File: config.mk
export PLATFORM = sky130hd
export DESIGN_NAME = dma_chan_regs
export DESIGN_NICKNAME = d
export VERILOG_FILES = /design/src/rtl/dma_chan_pkg.sv /design/src/rtl/dma_cmd_ctl.sv /design/src/rtl/dma_work_ctr.sv /design/src/rtl/dma_status.sv /design/src/rtl/dma_chan_regs.sv
export SDC_FILE = /design/constraint.sdc
export NUM_CORES = 1
export LEC_CHECK = 0
export BUFFER_PORTS_ARGS = -buffer_cell sky130_fd_sc_hd__buf_2
export CAP_MARGIN = 20
export CORE_ASPECT_RATIO = 0.6
export CORE_MARGIN = 2
export CORE_UTILIZATION = 40
export CTS_BUF_LIST = sky130_fd_sc_hd__clkbuf_4 sky130_fd_sc_hd__clkbuf_8
export CTS_CLUSTER_DIAMETER = 150
export DETAILED_ROUTE_END_ITERATION = 7
export PLACE_DENSITY = 0.64
export RECOVER_POWER = 100
export SKIP_CTS_REPAIR_TIMING = 1
export SYNTH_ARGS = -nofsm -noshare
export SYNTH_HDL_FRONTEND = slang
export SYNTH_SLANG_ARGS = --single-unit
File: constraint.sdc
create_clock -name clk_i -period 5.9 [get_ports clk_i]
set_input_delay 0 -clock clk_i [delete_from_list [all_inputs] [get_ports clk_i]]
set_output_delay 0 -clock clk_i [all_outputs]
set_load 0.005 [all_outputs]
File: src/rtl/dma_chan_pkg.sv
package dma_chan_pkg;
  localparam int unsigned DW = 32;
  localparam int unsigned SW = 6;

  typedef enum logic [2:0] {
    IDX_CMD = 3'd0, IDX_SCNT = 3'd1, IDX_SADR = 3'd2, IDX_WCNT = 3'd3,
    IDX_WADR = 3'd4, IDX_STAT = 3'd5, IDX_SDSC = 3'd6, IDX_WDSC = 3'd7
  } reg_idx_e;

  typedef enum logic [1:0] {
    OP_IDLE = 2'd0, OP_BLAST = 2'd1, OP_ABORT = 2'd2, OP_START = 2'd3
  } cmd_op_e;

  localparam int unsigned CMD_DIR_BIT = 7;
  localparam int unsigned ST_DONE     = 3;
  localparam int unsigned ST_IRQ      = 4;
  localparam logic [SW-1:0] ST_CLR_MASK = 6'b001110;
endpackage

File: src/rtl/dma_cmd_ctl.sv
module dma_cmd_ctl
  import dma_chan_pkg::*;
#(
  parameter int unsigned W = DW
) (
  input  logic         clk_i,
  input  logic         rst_ni,
  input  logic         wr_i,
  input  logic [W-1:0] wdata_i,
  output logic [W-1:0] cmd_o,
  output logic         start_o,
  output logic         dma_en_o,
  output logic         abort_o
);
  cmd_op_e op;
  assign op      = cmd_op_e'(wdata_i[1:0]);
  assign start_o = wr_i && (op == OP_START);

  always_ff @(posedge clk_i or negedge rst_ni) begin
    if (!rst_ni) begin
      cmd_o    <= '0;
      dma_en_o <= 1'b0;
      abort_o  <= 1'b0;
    end else begin
      abort_o <= wr_i && (op == OP_ABORT);
      if (wr_i) begin
        cmd_o <= wdata_i;
        if (op == OP_IDLE)       dma_en_o <= 1'b0;
        else if (op == OP_START) dma_en_o <= 1'b1;
      end
    end
  end

  assert_start_enables_R4: assert property (@(posedge clk_i) disable iff (!rst_ni)
    (wr_i && op == OP_START) |=> dma_en_o);
  assert_idle_disables_R5: assert property (@(posedge clk_i) disable iff (!rst_ni)
    (wr_i && op == OP_IDLE) |=> !dma_en_o);
  assert_abort_follows_R6: assert property (@(posedge clk_i) disable iff (!rst_ni)
    (wr_i && op == OP_ABORT) |=> (abort_o && $stable(dma_en_o)));
  assert_no_spurious_abort_R6: assert property (@(posedge clk_i) disable iff (!rst_ni)
    !wr_i |=> !abort_o);
endmodule

File: src/rtl/dma_work_ctr.sv
module dma_work_ctr
  import dma_chan_pkg::*;
#(
  parameter int unsigned    W        = DW,
  parameter logic [W-1:0]   WADR_RST = '1,
  parameter logic [W-1:0]   WDSC_RST = {{(W-2){1'b1}}, 2'b01}
) (
  input  logic         clk_i,
  input  logic         rst_ni,
  input  logic         load_i,
  input  logic [W-1:0] scnt_i,
  input  logic [W-1:0] sadr_i,
  input  logic [W-1:0] sdsc_i,
  input  logic         take_i,
  input  logic [W-1:0] len_i,
  input  logic         done_i,
  output logic [W-1:0] grant_o,
  output logic [W-1:0] wcnt_o,
  output logic [W-1:0] wadr_o,
  output logic [W-1:0] wdsc_o
);
  assign grant_o = (len_i < wcnt_o) ? len_i : wcnt_o;

  always_ff @(posedge clk_i or negedge rst_ni) begin
    if (!rst_ni) begin
      wcnt_o <= '0;
      wadr_o <= WADR_RST;
      wdsc_o <= WDSC_RST;
    end else if (load_i) begin
      wcnt_o <= scnt_i;
      wadr_o <= sadr_i;
      wdsc_o <= sdsc_i;
    end else begin
      if (done_i)      wcnt_o <= '0;
      else if (take_i) wcnt_o <= wcnt_o - grant_o;
      if (take_i)      wadr_o <= wadr_o + grant_o;
    end
  end

  assert_cnt_no_rise_R8: assert property (@(posedge clk_i) disable iff (!rst_ni)
    !load_i |=> (wcnt_o <= $past(wcnt_o)));
  assert_done_zero_R10: assert property (@(posedge clk_i) disable iff (!rst_ni)
    (done_i && !load_i) |=> (wcnt_o == '0));
  assert_idle_hold_R9: assert property (@(posedge clk_i) disable iff (!rst_ni)
    (!load_i && !take_i && !done_i) |=> ($stable(wcnt_o) && $stable(wadr_o)));
endmodule

File: src/rtl/dma_status.sv
module dma_status
  import dma_chan_pkg::*;
(
  input  logic          clk_i,
  input  logic          rst_ni,
  input  logic          clr_all_i,
  input  logic          done_i,
  input  logic          rdclr_mode_i,
  input  logic          wr_i,
  input  logic [SW-1:0] wdata_i,
  input  logic          rd_i,
  output logic [SW-1:0] stat_o
);
  logic [SW-1:0] stat_d;

  always_comb begin
    stat_d = stat_o;
    if (wr_i && !rdclr_mode_i) stat_d = stat_d & ~(wdata_i & ST_CLR_MASK);
    if (rd_i && rdclr_mode_i)  stat_d = stat_d & ~ST_CLR_MASK;
    if (clr_all_i)             stat_d = '0;
    if (done_i)                stat_d[ST_DONE] = 1'b1;
  end

  always_ff @(posedge clk_i or negedge rst_ni) begin
    if (!rst_ni) stat_o <= '0;
    else         stat_o <= stat_d;
  end

  assert_done_sets_R10: assert property (@(posedge clk_i) disable iff (!rst_ni)
    done_i |=> stat_o[ST_DONE]);
  assert_read_clears_R12: assert property (@(posedge clk_i) disable iff (!rst_ni)
    (rd_i && rdclr_mode_i && !done_i) |=> (stat_o[3:1] == 3'b000));
  assert_mode_blocks_wr_R12: assert property (@(posedge clk_i) disable iff (!rst_ni)
    (rdclr_mode_i && !rd_i && !done_i && !clr_all_i) |=> $stable(stat_o));
  assert_start_clears_R4: assert property (@(posedge clk_i) disable iff (!rst_ni)
    (clr_all_i && !done_i) |=> (stat_o == '0));
endmodule

File: src/rtl/dma_chan_regs.sv
module dma_chan_regs
  import dma_chan_pkg::*;
(
  input  logic          clk_i,
  input  logic          rst_ni,
  input  logic          reg_wr_i,
  input  logic          reg_rd_i,
  input  logic [2:0]    reg_idx_i,
  input  logic [DW-1:0] reg_wdata_i,
  output logic [DW-1:0] reg_rdata_o,
  input  logic          stat_rdclr_i,
  input  logic          core_irq_i,
  input  logic          xfer_vld_i,
  input  logic          xfer_to_mem_i,
  input  logic [DW-1:0] xfer_len_i,
  output logic [DW-1:0] xfer_len_o,
  output logic [DW-1:0] xfer_adr_o,
  input  logic          cmd_done_i,
  output logic          dma_en_o,
  output logic          abort_o
);
  localparam logic [DW-1:0] WADR_RST = '1;
  localparam logic [DW-1:0] WDSC_RST = {{(DW-2){1'b1}}, 2'b01};

  reg_idx_e      idx;
  logic [DW-1:0] cmd_q, scnt_q, sadr_q, sdsc_q;
  logic [DW-1:0] wcnt, wadr, wdsc, grant;
  logic [SW-1:0] stat;
  logic          start, take;

  assign idx = reg_idx_e'(reg_idx_i);

  dma_cmd_ctl #(.W(DW)) u_cmd (
    .clk_i, .rst_ni,
    .wr_i     (reg_wr_i && idx == IDX_CMD),
    .wdata_i  (reg_wdata_i),
    .cmd_o    (cmd_q),
    .start_o  (start),
    .dma_en_o (dma_en_o),
    .abort_o  (abort_o)
  );

  always_ff @(posedge clk_i or negedge rst_ni) begin
    if (!rst_ni) begin
      scnt_q <= '0;
      sadr_q <= '0;
      sdsc_q <= '0;
    end else if (reg_wr_i) begin
      if (idx == IDX_SCNT) scnt_q <= reg_wdata_i;
      if (idx == IDX_SADR) sadr_q <= reg_wdata_i;
      if (idx == IDX_SDSC) sdsc_q <= reg_wdata_i;
    end
  end

  assign take = xfer_vld_i && (xfer_to_mem_i == cmd_q[CMD_DIR_BIT]);

  dma_work_ctr #(.W(DW), .WADR_RST(WADR_RST), .WDSC_RST(WDSC_RST)) u_ctr (
    .clk_i, .rst_ni,
    .load_i  (start),
    .scnt_i  (scnt_q),
    .sadr_i  (sadr_q),
    .sdsc_i  (sdsc_q),
    .take_i  (take),
    .len_i   (xfer_len_i),
    .done_i  (cmd_done_i),
    .grant_o (grant),
    .wcnt_o  (wcnt),
    .wadr_o  (wadr),
    .wdsc_o  (wdsc)
  );

  assign xfer_len_o = take ? grant : '0;
  assign xfer_adr_o = wadr;

  dma_status u_stat (
    .clk_i, .rst_ni,
    .clr_all_i    (start),
    .done_i       (cmd_done_i),
    .rdclr_mode_i (stat_rdclr_i),
    .wr_i         (reg_wr_i && idx == IDX_STAT),
    .wdata_i      (reg_wdata_i[SW-1:0]),
    .rd_i         (reg_rd_i && idx == IDX_STAT),
    .stat_o       (stat)
  );

  always_comb begin
    unique case (idx)
      IDX_CMD:  reg_rdata_o = cmd_q;
      IDX_SCNT: reg_rdata_o = scnt_q;
      IDX_SADR: reg_rdata_o = sadr_q;
      IDX_WCNT: reg_rdata_o = wcnt;
      IDX_WADR: reg_rdata_o = wadr;
      IDX_STAT: reg_rdata_o = {{(DW-SW){1'b0}}, stat | (SW'(core_irq_i) << ST_IRQ)};
      IDX_SDSC: reg_rdata_o = sdsc_q;
      default:  reg_rdata_o = wdsc;
    endcase
  end

  assert_wrong_dir_zero_R9: assert property (@(posedge clk_i) disable iff (!rst_ni)
    (xfer_vld_i && xfer_to_mem_i != cmd_q[CMD_DIR_BIT]) |-> (xfer_len_o == '0));
  assert_grant_clamped_R8: assert property (@(posedge clk_i) disable iff (!rst_ni)
    (xfer_len_o <= wcnt) && (xfer_len_o <= xfer_len_i));
  assert_irq_visible_R13: assert property (@(posedge clk_i) disable iff (!rst_ni)
    (core_irq_i && idx == IDX_STAT) |-> reg_rdata_o[ST_IRQ]);
endmodule

Word level (Yosys, flattened, before mapping)
Index checks and enable logic that the tools add are counted.

operators by class
  reduce and logical (&&, ||, !) cells = 20
  multiplexer cells = 14
  add/subtract/negate cells = 2
  bitwise gates (word level) = 3
  magnitude comparators = 1
  equality and inequality tests = 9

operators with widths
  operator                                             count
  2-to-1 mux 32 bit                                    7
  case mux 32 bit (7 select lines)                     1
  adder 32 bit                                         1
  less-than comparator 32 bit                          1
  subtractor 32 bit                                    1
  2-to-1 mux 6 bit                                     2
  equality test 3 bit, second input constant           3
  logical AND 1 bit                                    8
  AND reduction 2 bit                                  4
  AND 6 bit                                            1
  equality test 3 x 2 -> 1 bit, second input constant  2
  inverter 4 -> 6 bit                                  1
  OR 6 x 5 -> 6 bit                                    1
  nonzero test 3 bit                                   2
  equality test 2 bit, second input constant           2
  2-to-1 mux 4 bit                                     1
  nonzero test 2 bit                                   2
  nonzero test 4 bit                                   1
  equality test 3 x 1 -> 1 bit, second input constant  1
  zero test 3 bit                                      1
  2-to-1 mux 1 bit                                     3
  zero test 2 bit                                      1
  equality test 1 bit                                  1
  zero test 1 bit                                      1

storage, ports and cells
  output and inout bits = 98
  register bits = 232
  logic and storage cells = 61
  bits of input ports = 76

Logic depth before layout (Yosys ltp)
  word-level depth = 7
  mapped depth = 24
  gate-level depth less buffers = 22

Cells and area by module
From an unflattened synthesis, not the netlist that was laid out.

unflattened totals
  cells, all modules = 1574
  area total of the unflattened synthesis = 15986.6 um^2

modules (own cells, without submodules)
  module         area each (um^2)  times used  cells an instance  seq. area each (um^2)
  dma_work_ctr   8515.7            1           944                2481.1
  dma_chan_regs  5881.9            1           536                2402.3
  dma_cmd_ctl    1438.9            1           80                 850.8
  dma_status     150.1             1           14                 75.1

Worst setup path after synthesis
OpenSTA, ideal clock, no wires.

  kind = flip-flop to flip-flop
  start point = register u_ctr.wcnt_o[10]
  end point = register u_ctr.wadr_o[29]
  setup slack = 0.565 ns
  cell stages (with the launch flop) = 24
  arrival = 5.258 ns
  buffers on the path = 2
  library setup time = 0.077 ns
  period minus slack after synthesis = 5.335 ns
  required time = 5.823 ns
  path through = dfrtp_1 -> inv_1 -> ha_1 -> a21o_1 -> a211o_1 -> a2111oi_0 -> o21ai_1 -> a211oi_2 -> clkbuf_1 -> buf_2 -> nor2_1 -> a21oi_1 -> inv_1 -> ha_1 -> a211oi_1 -> or4_1 -> a31oi_1 -> o21ai_2 -> or4_4 -> a21oi_2 -> o21ai_1 -> a21oi_2 -> mux2_1 -> a31oi_1

between the ends
  word-level cells in the longest chain between the ends = 5

RTL lines
  what                         line                source
  start: declaration           dma_work_ctr.sv:18  output logic [W-1:0] wcnt_o,
  start signal: assignment     dma_work_ctr.sv:30  wcnt_o <= scnt_i;
  start signal: assignment     dma_work_ctr.sv:35  else if (take_i) wcnt_o <= wcnt_o - grant_o;
  less-than comparator 32 bit  dma_work_ctr.sv:22  assign grant_o = (len_i < wcnt_o) ? len_i : wcnt_o;
  2-to-1 mux 32 bit (*)        dma_work_ctr.sv:22
  adder 32 bit (*)             dma_work_ctr.sv:36  if (take_i) wadr_o <= wadr_o + grant_o;
  2-to-1 mux 32 bit (*)        dma_work_ctr.sv:36
  2-to-1 mux 32 bit (*)        dma_work_ctr.sv:29  end else if (load_i) begin
  end signal: assignment       dma_work_ctr.sv:31  wadr_o <= sadr_i;
  end signal: assignment       dma_work_ctr.sv:36
  end: declaration             dma_work_ctr.sv:19  output logic [W-1:0] wadr_o,

Every way passes the cells marked *; elsewhere a longest branch is shown, timed or not. The select of a mux whose other input is x is not followed.
A chain may end at the register's enable or synchronous reset.

Worst setup path after layout
  start point = input port reg_idx_i[1]
  end point = register u_ctr.wadr_o[22]

between the ends
  word-level cells in the longest chain between the ends = 4
  elaborated cells on any way between the ends = 5
  those cells by class = mux (1); reduce/logical (4)

RTL lines
  what                                                            line                 source
  start: declaration                                              dma_chan_regs.sv:8   input logic [2:0] reg_idx_i,
  zero test 3 bit (*)                                             dma_chan_regs.sv:35  .wr_i (reg_wr_i && idx == IDX_CMD),
  logical AND 1 bit (*)                                           dma_chan_regs.sv:35
  logical AND 1 bit (*)                                           dma_cmd_ctl.sv:17    assign start_o = wr_i && (op == OP_START);
  2-to-1 mux 32 bit / nonzero test 2 bit (equally long branches)  n/a

Every way passes the cells marked *; elsewhere a longest branch is shown, timed or not.

==> results.toml <==
[run_status]
status = "complete, but fails checks"
violations = "capacitance limit, slew limit"

[cts]
clk_root_buffer_cell = "clkbuf_8"
tritoncts = "done"
htree_levels = 2
path_clk_slew_ns = 0.06
numCtsBuffers = 39
clock_path_buffers = 3
clock_latency_ns = 0.60
clock-sinks = 229

[sta]
setup_viol = 0
rsz0062_at_grt = "no"
worstMarginPinSlew_ns = 4.78
period_share = 0.950
hold_violations = 0
fmaxAchievable_ghz = 0.178
finalSetupTns_ns = 0
maxSlewViolCount = 260
clock_skew_ns = 0.0527
max_slew_margin = -2.19
finalCriticalPeriod_ns = 5.60

[yosys]
yosys_warnings = 0
synth_area_mm2 = 0.0154
syn_area_per_cell_um2 = 8.89
synth_nets = 1903
yosysUniqueCellTypes = 80
synthTopCellsByCount = "243 x nand2_1, 191 x nor2_1, 166 x dfrtp_1"
synth_edf_count = 0
synth_seq_area_share = 0.378
synth-seq-cells = 229
synth-main-ff-cell = "dfrtp_1"
yosysMostFrequentCell = "nand2_1"
netlist_instances = 1728
synth_top_area_share = 0.270
yosys.area.top_type = "dfrtp_1"
yosys-top-cells-area = "dfrtp_1 27%, mux2_2 11%, dfstp_2 11%"
synth-async-reset-ratio = 1.00

[critical_path]
required_ns = 6.37
crit_family = "buffers and inverters"
worstReg2RegStart = "u_ctr.wcnt_o[10]"
crit_fanout = 58
max_stage_delay_ns = 1.83
rr_worst_depth = 22
crit_path_cell_trace = "dlygate4sd3_1 -> clkbuf_1 -> or2_0 -> nor2_4 -> clkbuf_1 -> and2_2 -> clkbuf_1 -> nand2_1 -> o21ai_0"
r2r_setup_slack_ns = 0.31
worst-path-buf-inv = 4
cp_slowest_cell = "clkbuf_1"
arrival_ns = 6.08
worstReg2RegEnd = "u_ctr.wadr_o[29]"
cpMostUsedCell = "clkbuf_1"
worstSetupPathType = "input port to register"
end_kind = "register"
startpoint = "reg_idx_i[1]"
start_kind = "input port"

[global_route]
grt_pass1_wl_um = 87400
grt_pass1_vias = 13200
antenna_found_initial = 1
grt-ovfl-total = 0
grt_max_degree = 106
grt_use_total = 0.292

[floorplan]
num_rows = 55
start_util = 0.407
ioPinCount = 174
die-area_mm2 = 0.0401
core_mm2 = 0.0378
dieWidth_um = 257
die_y_um = 156

[drt]
drt_pass1_iterations = 5
drc = 0
dr_total_vias = 14600
drt-initial-drc-count = 1817
avgRoutedWirePerCell_um = 24.2
drtAntennaViolNets = 0
routed_wl_um = 60000
via_per_inst = 5.88

[cells_and_area]
drive_above_1_share = 0.224
fin_util = 0.478
finalNetCount = 2114
area_growth_syn_to_layout_pct = 17.6

[placement]
hpwl_um = 44500
port-buffer-count = 173
gp_congestion = 0.975

[hold_path]
whs_endpoint = "u_ctr.wadr_o[23]"
worstHoldStart = "xfer_vld_i"
hold_path.class = "input port to register"
min_path_cells = 5

[power_and_ir_drop]
ir_worst_vdd_mv = 0.207
leakage_nw = 8.25
pwr_density_cell_mw_per_mm2 = 537

[run]
maxCapViolCount = 7
## area by class of cell
cell class                      instances  area [um2]
Antenna cell                            1        2.50
Clock buffer                           63         773
Clock inverter                          7        55.1
Fill cell                            3677       19700
Inverter                               80         300
Multi-Input combinational cell       1326        8920
Sequential cell                       229        5810
Tap cell                              513         642
Timing Repair Buffer                  263        1570
## worst reg2reg max path, cell delays in order (launching register included)
cell and delay, ns:
dfrtp_1 0.41, inv_1 0.09, ha_1 0.29, a21o_1 0.16, a211o_1 0.31, a2111oi_0 0.35, o21ai_1 0.18, a211oi_4 0.25
buf_6 0.21, nor2_1 0.06, a21oi_1 0.28, inv_1 0.09, ha_1 0.37, nand2_1 0.10, or4_1 0.50, a31oi_1 0.29
o21ai_2 0.15, or4_4 0.56, a21oi_2 0.18, o21ai_1 0.13, a21oi_2 0.14, mux2_1 0.33, a31oi_1 0.17
## metrics by stage
step | total power [mW] | setup WS [ns] | cells | hold WS [ns] | instance area, um2
finish | 9.71 | 0.296 | 2482 | 0.0103 | 18100
global route | 10.3 | 0.00669 | 2482 | 0.0146 | 18100
CTS | 9.50 | 0.298 | 2441 | -0.501 | 17800
detailed placement | 7.93 | 0.295 | 2371 | 0.121 | 16900
global placement | 7.87 | 0.369 | 2371 | 0.123 | 16900
floorplan | 5.98 | 0.565 | 1728 | -0.296 | 15400
## routing by layer
metal / GRT usage / routed length [um]
met1: 0.477 / 29100
met2: 0.329 / 20300
met3: 0.129 / 9640
met4: 0.0604 / 942
met5: 0 / 0
## worst max path at each step
stage	endpoint	slack, ns	depth (start not counted)
after CTS	u_ctr.wadr_o[29]	0.30	22
after global routing	u_ctr.wcnt_o[29]	0.007	22
after global placement	u_ctr.wadr_o[29]	0.37	22
after floorplan	u_ctr.wadr_o[29]	0.56	23
final	u_ctr.wadr_o[22]	0.30	9
after detailed placement	u_ctr.wadr_o[29]	0.29	22
## logic make-up after synthesis
family / Yosys count / share of synthesized area
AND/OR/NAND/NOR: 541 / 0.151
AO/OA/AOI/OAI: 465 / 0.193
flip-flops: 229 / 0.378
buffers and inverters: 173 / 0.0445
multiplexers: 171 / 0.124
adder cells (fa/ha/maj): 99 / 0.0816
XOR/XNOR: 50 / 0.0285
## cell usage in the layout (no fill, tap or decap), types with 23 or more instances in the layout
cell type      count
a31oi_1           23
ha_1              96
xor2_1            26
a21oi_1          133
a21o_1            30
clkbuf_1          54
inv_1             79
dlygate4sd3_1     40
buf_4             35
dfrtp_1          166
a22o_1            23
buf_2            121
nor2_1           189
xnor2_1           24
mux2_2           148
nand2_1          242
dfstp_2           31
clkbuf_8          48
dfstp_1           32
o21ai_0          107
## sequential cells by signal, indices dropped and copies added, names as in the netlist
signal,flops
u_ctr.wadr_o,32
scnt_q,32
u_ctr.wdsc_o,32
u_cmd.dma_en_o,1
u_cmd.abort_o,1
u_cmd.cmd_o,32
sadr_q,32
sdsc_q,32
u_ctr.wcnt_o,32
u_stat.stat_o,3
## power breakdown
part | switching (mW) | leakage (nW) | internal, mW
registers | 0.618 | 2.69 | 2.09
logic | 3.30 | 5.12 | 2.17
clock network | 0.704 | 0.438 | 0.835
total | 4.63 | 8.25 | 5.09
(Power assumes the default switching activity.)
